**config.mk**
```make
export PLATFORM = sky130hd
export DESIGN_NAME = vsum_reduce
export DESIGN_NICKNAME = d
export VERILOG_FILES = /design/src/rtl/vsum_reduce.sv
export SDC_FILE = /design/constraint.sdc
export NUM_CORES = 2
export LEC_CHECK = 0
export BUFFER_PORTS_ARGS = -buffer_cell sky130_fd_sc_hd__buf_4
export CAP_MARGIN = 20
export CORE_MARGIN = 1.5
export CORE_UTILIZATION = 65
export DETAILED_ROUTE_END_ITERATION = 6
export GPL_ROUTABILITY_DRIVEN = 0
export PLACE_DENSITY = 0.84
export SYNTH_ARGS = -nofsm -noshare
export SYNTH_HDL_FRONTEND = slang
export SYNTH_SLANG_ARGS = --single-unit
```
**constraint.sdc**
```tcl
create_clock -name clk -period 13.9 [get_ports clk]
set_input_delay 3.475 -clock clk [delete_from_list [all_inputs] [get_ports clk]]
set_output_delay 3.475 -clock clk [all_outputs]
set_load 0.05 [all_outputs]
```
**src/rtl/vsum_reduce.sv**
```systemverilog
module vsum_reduce #(
  parameter int VEC = 4,
  parameter int LAT = 3,
  parameter int W   = 32,
  parameter int CW  = 16
) (
  input  logic               clk,
  input  logic               rst_n,
  input  logic               start,
  input  logic [CW-1:0]      len,
  output logic               busy,
  input  logic               in_valid,
  output logic               in_ready,
  input  logic [VEC*W-1:0]   in_data,
  output logic               res_valid,
  input  logic               res_ready,
  output logic [W-1:0]       res_sum
);
  localparam int N  = VEC * LAT;
  localparam int D  = LAT - 1;
  localparam int IW = (LAT > 1) ? $clog2(LAT) : 1;
  localparam int AW = (N > 1) ? $clog2(N) : 1;
  localparam int MW = $clog2(N + 1);

  typedef enum logic [2:0] {S_IDLE, S_RUN, S_DRAIN, S_MERGE, S_DONE} st_t;

  st_t            st;
  logic [CW-1:0]  rem;
  logic [IW-1:0]  idx;
  logic [W-1:0]   bank [N];
  logic [W-1:0]   pd   [D][VEC];
  logic [IW-1:0]  pt   [D];
  logic [D-1:0]   pv;
  logic [W-1:0]   sp   [D];
  logic [D-1:0]   sv;
  logic [W-1:0]   acc;
  logic [MW-1:0]  mi;
  logic [W-1:0]   op   [VEC];
  logic [W-1:0]   mrd;
  logic [CW-1:0]  take;
  logic           fire, issue, go;

  function automatic logic [AW-1:0] slot(input logic [IW-1:0] r, input int l);
    return AW'(int'(r) * VEC + l);
  endfunction

  assign busy      = (st != S_IDLE);
  assign in_ready  = (st == S_RUN) && (rem != '0);
  assign res_valid = (st == S_DONE);
  assign res_sum   = acc;
  assign fire      = in_valid && in_ready;
  assign go        = start && (st == S_IDLE);
  assign take      = (rem > CW'(VEC)) ? CW'(VEC) : rem;
  assign issue     = (st == S_MERGE) && !(|sv) && (mi != MW'(N));
  assign mrd       = (mi < MW'(N)) ? bank[AW'(mi)] : '0;

  always_comb
    for (int i = 0; i < VEC; i++)
      op[i] = (CW'(i) < rem) ? in_data[i*W +: W] : '0;

  always_ff @(posedge clk or negedge rst_n) begin
    if (!rst_n) begin
      st  <= S_IDLE;
      rem <= '0;
      idx <= '0;
      mi  <= '0;
    end else begin
      case (st)
        S_IDLE:  if (start) begin
                   rem <= len;
                   idx <= '0;
                   st  <= S_RUN;
                 end
        S_RUN:   begin
                   if (fire) begin
                     rem <= rem - take;
                     idx <= (idx == IW'(LAT - 1)) ? '0 : idx + 1'b1;
                   end
                   if (rem == '0) st <= S_DRAIN;
                 end
        S_DRAIN: if (!(|pv)) begin
                   mi <= '0;
                   st <= S_MERGE;
                 end
        S_MERGE: begin
                   if (issue) mi <= mi + 1'b1;
                   if (!(|sv) && mi == MW'(N)) st <= S_DONE;
                 end
        S_DONE:  if (res_ready) st <= S_IDLE;
        default: st <= S_IDLE;
      endcase
    end
  end

  always_ff @(posedge clk or negedge rst_n) begin
    if (!rst_n) begin
      pv <= '0;
      sv <= '0;
      for (int k = 0; k < D; k++) begin
        pt[k] <= '0;
        sp[k] <= '0;
        for (int i = 0; i < VEC; i++) pd[k][i] <= '0;
      end
    end else begin
      pv[0] <= fire;
      pt[0] <= idx;
      for (int i = 0; i < VEC; i++) pd[0][i] <= bank[slot(idx, i)] + op[i];
      sv[0] <= issue;
      sp[0] <= acc + mrd;
      for (int k = 1; k < D; k++) begin
        pv[k] <= pv[k-1];
        pt[k] <= pt[k-1];
        sv[k] <= sv[k-1];
        sp[k] <= sp[k-1];
        for (int i = 0; i < VEC; i++) pd[k][i] <= pd[k-1][i];
      end
    end
  end

  always_ff @(posedge clk or negedge rst_n) begin
    if (!rst_n) begin
      for (int j = 0; j < N; j++) bank[j] <= '0;
    end else if (go) begin
      for (int j = 0; j < N; j++) bank[j] <= '0;
    end else if (pv[D-1]) begin
      for (int i = 0; i < VEC; i++) bank[slot(pt[D-1], i)] <= pd[D-1][i];
    end
  end

  always_ff @(posedge clk or negedge rst_n) begin
    if (!rst_n)                        acc <= '0;
    else if (st == S_DRAIN && !(|pv))  acc <= '0;
    else if (sv[D-1])                  acc <= sp[D-1];
  end

  initial if (LAT < 2) $error("vsum_reduce needs LAT of at least 2");
endmodule

```
-- Yosys cells after proc, flatten, opt, wreduce, memory -nomap -nowiden
Cells that the tools add are included.
- register bits after elaboration: 769
- logic and storage cells: 166
- input port bits: 149
- output and inout port bits: 35
- bitwise logic cells: 9
- reduce and logical (&&, ||, !) cells: 26
- order comparisons: 19
- mux-type cells: 53
- eq/ne operators: 14
- add/subtract/negate cells: 14
- operator list (operator ; count):
    384-bit bitwise mux ; 4
    384-bit two-way mux ; 2
    32-bit two-way mux ; 21
    32-bit binary-select mux with 4-bit select ; 5
    32-bit demux with 4-bit select ; 4
    32-bit adder ; 5
    16-bit two-way mux ; 3
    5-bit >= comparator, second input constant ; 9
    4-bit NOT with 5-bit output ; 9
    1-bit by 16-bit less-than comparator with 1-bit output, first input constant ; 2
    2-bit by 16-bit less-than comparator with 1-bit output, first input constant ; 2
    16-bit one-hot mux with 2 select lines ; 1
    5-bit by 1-bit less-than comparator with 1-bit output, second input constant ; 4
    4-bit by 2-bit adder with 4-bit output, second input constant ; 4
    16-bit by 3-bit > comparator with 1-bit output, second input constant ; 1
    16-bit zero test ; 1
    16-bit nonzero test ; 1
    16-bit subtractor ; 1
    3-bit two-way mux ; 5
    3-bit one-hot mux with 5 select lines ; 1
    4-bit by 1-bit adder with 4-bit output, second input constant ; 3
    1-bit logical AND ; 11
    4-bit two-way mux ; 2
    2-bit != test, second input constant ; 4
    other kinds (19) ; 30

-- Logic depth before layout (Yosys ltp)
- depth in word-level cells: 11
- gate-level depth with buffers: 18
- mapped depth without buffers: 15

-- Least setup slack after synthesis
No wires, ideal clock.
- path type: input-to-reg
- start point: in in_data[47]
- end point: reg pd[219] (netlist name)
- arrival time: 6096 ps
- data required time: 13828 ps
- setup slack: 7732 ps
- buffers on the path: 1
- stages on the path: 11
- path through: nor2b_1 ha_1 clkbuf_1 and3_1 a221o_1 o22ai_1 a21bo_1 a311o_2 a311o_1 a2111oi_2 nand4b_1
- cells in the longest elaborated chain, start to end: 2
- ends and longest elaborated chain (item ; RTL line ; source):
    start: declaration ; 14 ; input logic [VEC*W-1:0] in_data,
    32-bit two-way mux ; 59 ; op[i] = (CW'(i) < rem) ? in_data[i*W +: W] : '0;
    32-bit adder ; 107 ; for (int i = 0; i < VEC; i++) pd[0][i] <= bank[slot(idx, i)] + op[i];
Every way passes these cells.
A chain may end at the register's enable or synchronous reset.

-- Worst setup path in the final report
- start point: reg rem[6]
- end point: out in_ready
- cells in the longest elaborated chain, start to end: 2
- ends and longest elaborated chain (item ; RTL line ; source):
    start: declaration ; 28 ; logic [CW-1:0] rem;
    start signal: assignment ; 70 ; rem <= len;
    start signal: assignment ; 76 ; rem <= rem - take;
    16-bit nonzero test ; 48 ; assign in_ready = (st == S_RUN) && (rem != '0);
    1-bit logical AND ; 48 ;
    end: declaration ; 13 ; output logic in_ready,
Every way passes these cells.

==> results.md <==
- The run finished with clean final reports.
- Data on the critical path arrives at its endpoint at 3.32 ns.
- Counting along the longest clock path gives a buffer depth of 3.
- The die covers 63,300 um^2.
- Averaged over all synthesized cells, the footprint is 9.59 um^2.
- The multi-input gate area in the final layout is 19,800 um^2.
- Global routing used 38.6% of the available tracks across all layers.
- The DRC marker count from the first detailed-route iteration is 4,176.
- The floorplan step defined a core boundary enclosing 60,700 um^2.
- The worst setup path is captured at a primary output.
- Summed over all layers, the global routing overflow is 0.
- Input and output buffers added on the ports amount to 183.
- Summed over all instances, the cell type with the most area after synthesis is dfrtp_1.
- After synthesis, the share of flip-flops with an asynchronous set or reset is 100%.
- Setup repair after global routing left no endpoint under its margin.
- Summed over all cells, the static leakage comes to 20.2 nW.
- The clock transition at the register clock pins on the worst setup and hold paths after CTS is 0.07 ns.
- The root buffer cell chosen for the clock tree is clkbuf_16.
- The via count of the first global-routing pass was 32,700.
- At the end of the flow the core is filled with cells to 73.8%.
- The hold path startpoint is pd[188].
- STA puts the critical path data required time at 10.43 ns.
- The number of flops mapped to enable cells by yosys is 0.
- The top flip-flop cell by instance count after synthesis is dfrtp_1.
- The height of the die is 252 um.
- The actual transition at the worst max-transition pin is 1.31 ns.
- Gates resized during post-CTS repair numbered 0.
- After filler insertion, the fill cell instance count of the layout stands at 4,110.
- The total internal power is 0.00665 W.
- Buffers inserted during clock tree synthesis total 80.
- The share of total power consumed by net switching is 41.4%.
- The post-detailed-route count of antenna-violating nets is 0.
- Across the whole layout, storage elements account for 19,300 um^2.
- The net switching component of the power is 0.00470 W.
- The count of warnings emitted by yosys is 0.
- Power spread over the standard cell area amounts to 254 nW/um^2.
- In this run the worst path has a maximum fanout of 37.
- In this run the post-CTS setup repair buffer count came out at 0.
- The sum of negative setup slack is 0 ns.
- Setup violations remaining at the end of the flow were counted as 0.
- After synthesis the cells add up to 40,200 um^2.
- For the worst-skew pair, the clock arrives at the later sink with an insertion delay of 0.66 ns.
- The total count of hold-check failures in the final report is 0.
- Counting distinct cell types in the post-synthesis netlist gives 84.
- The post-detailed-placement half-perimeter wirelength is 79,500 um.
- Timing would allow up to 147 MHz.
- The initial antenna violation count was 8.
- The proportion of synthesized chip area in sequential cells is 47.9%.
- After synthesis the netlist holds a flip-flop and latch count of 769.
- The source of the critical timing path is rem[6].
- The total number of placement rows is 90.
- The fraction of layout instances using a drive strength above 1 is 11.6%.
- The share of synthesized area in the top cell type comes to 47.9%.
- Of the total power, the clock network draws 20.5%.
- In this run the cell area measured after placement is 41,900 um^2.
- The number of nets in the synthesized netlist is 4,500.
- The clock tree from TritonCTS is done.
- The type of origin of the critical path is a flip-flop.
- The classification of the worst-slack hold path is reg2reg.
- The initial core utilization is 66.2%.
- The tree built by TritonCTS fans out to 769 sinks.
- For this design, the CTS-stage hold fixing added 0 buffers.
- In this run the count of I/O pins placed on the die edge is 184.
- The detailed-route DRC error count is 0.
- In the finished design, the share of the clock period the worst path needs comes to 48.9%.
- The slack of the critical path is 7.11 ns.
- Dividing the detail-routed wire length by the instance count gives 23.8 um.
- The clock period could shrink to 6.79 ns.
- The floorplan step set the die width to 252 um.
- The total wire length is 121,000 um.
- Synthesis handed over a netlist of 4,188 instances.
- The depth of the CTS H-tree is 3.
- The worst-case IR drop observed on VDD is 0.136 mV.
- The startpoint of the worst-slack reg-to-reg timing path is rem[6].
- The combinational fraction of design power is 41.9%.
- The final-report max-slew violation count is 0.
- Compared with the post-synthesis result, the final layout area differs by 11.5%.
- The number of detailed-route iterations in the first pass is 7.
- The share of total power in sequential cells is 37.6%.
- Before CTS, the worst setup slack after placement is 7.12 ns.
- Once layout is done, the placed cells without fillers occupy 44,800 um^2.
- By startpoint and endpoint, the worst setup path is classified as reg2out.
- The final setup skew is 0.0383 ns.
- The power consumption is 0.0114 W.
- By area the synthesized netlist is led by dfrtp_1 (48%), nand2_1 (9.5%), a21oi_1 (6.4%), mux4_2 (5.4%), ha_1 (4.9%).
- For this block, the via count after detailed routing is 33,700.
- The pin count of the biggest net entering global routing is 202.
- The via-per-instance ratio is 6.64.
- The max-capacitance violation count is 0.
- The first-pass GRT wire length is 187,000 um.
- Headroom to the max-slew limit came out at 12.0%.
- The layout net count is 4,540.
## final timing paths
kind                        endpoint  slack (ns)  cells past startpoint
min in group asynchronous    rem[13]        2.84                      1
setup / recovery            in_ready        7.11                      6
setup reg to reg             pd[188]        8.07                     15
max in group asynchronous  bank[113]        9.49                      2
hold reg to reg               pd[60]        0.33                      0
hold / removal                pd[60]        0.33                      0
## cells by family after synthesis
family,Yosys count,synth area share [%]
and+or+nand+nor,1501,16.0
AOI/OAI and AO/OA,1023,14.7
DFF,769,47.9
buffers and inverters,297,2.80
muxes,296,10.4
adders and majority gates,163,5.17
xor gates and xnor gates,138,3.01
other,1,0.00934
## sequential cells by signal, indices dropped and copies added (netlist names)
| signal | flops |
|---|---|
| pt | 4 |
| st | 3 |
| pv | 2 |
| res_sum | 32 |
| rem | 16 |
| pd | 256 |
| sv | 2 |
| sp | 64 |
| idx | 2 |
| mi | 4 |
| bank | 384 |
## worst max-delay path, cell delays in order, from the launching register on
cell,delay (ns)
dfrtp_1,0.43
or4_4,0.59
nor4_4,0.34
nand2_2,0.44
nor3_1,0.56
nor2_1,0.10
buf_4,0.21
## layer usage
layer,GRT usage [%],part of all wire (%),vias up
met5,0,0.054,-
li1,-,-,14600
met3,11.0,12,488
met2,57.9,45,2110
met4,24.1,7.2,10
met1,49.6,36,16500
## through the flow
stage / cells / hold slack, ns
final: 5074 / 0.330
after global routing: 5072 / 0.337
after CTS: 5070 / 0.332
after detailed placement: 4926 / 0.335
after global placement: 4926 / 0.331
after floorplan: 4188 / 0.331
## Yosys cell counts, types with 63 or more instances
cell and n:
o21ai_0 247, a21o_1 63, xnor2_1 95, mux2i_1 197, nand2_1 1014, mux4_2 96, dfrtp_1 769, ha_1 158
a21oi_1 517, clkbuf_1 225, nor2_1 159, and2_1 95
## power groups by stage
stage               clock network [W]  registers [W]  logic [W]
detailed placement                  0        0.00424    0.00456
global placement                    0        0.00419    0.00440
finish                        0.00232        0.00427    0.00475
global route                  0.00241        0.00435    0.00516
CTS                           0.00233        0.00422    0.00463
floorplan                           0        0.00391    0.00333
## cells in the final DEF (no fill, tap or decap), drive strengths merged, types with 7 or more instances in the layout
master,n
nand2b,17
clkbuf,106
o21bai,17
o211ai,11
o21a,23
nor2b,53
a31oi,20
a21o,65
buf,214
mux4,96
a31o,8
inv,42
xnor2,95
nor2,159
nand2,1015
nand4,16
a21oi,517
nor3,43
xor2,43
dfrtp,769
o31a,8
nand3,28
a221o,7
o31ai,7
clkinv,20
mux2i,197
or2,10
and3,23
a211oi,17
ha,158
o2111ai,8
o21ai,248
and2,96
or3,11
bufinv,14
## final cells by class
type,instances,share of cell area (%)
Tap cell,782,2.19
Inverter,39,0.327
Sequential cell,769,43.0
Timing Repair Buffer,216,3.81
Clock buffer,104,5.01
Multi-Input combinational cell,3122,44.3
Clock inverter,40,1.30
Antenna cell,2,0.0112
Power figures use the tool's default switching activity.
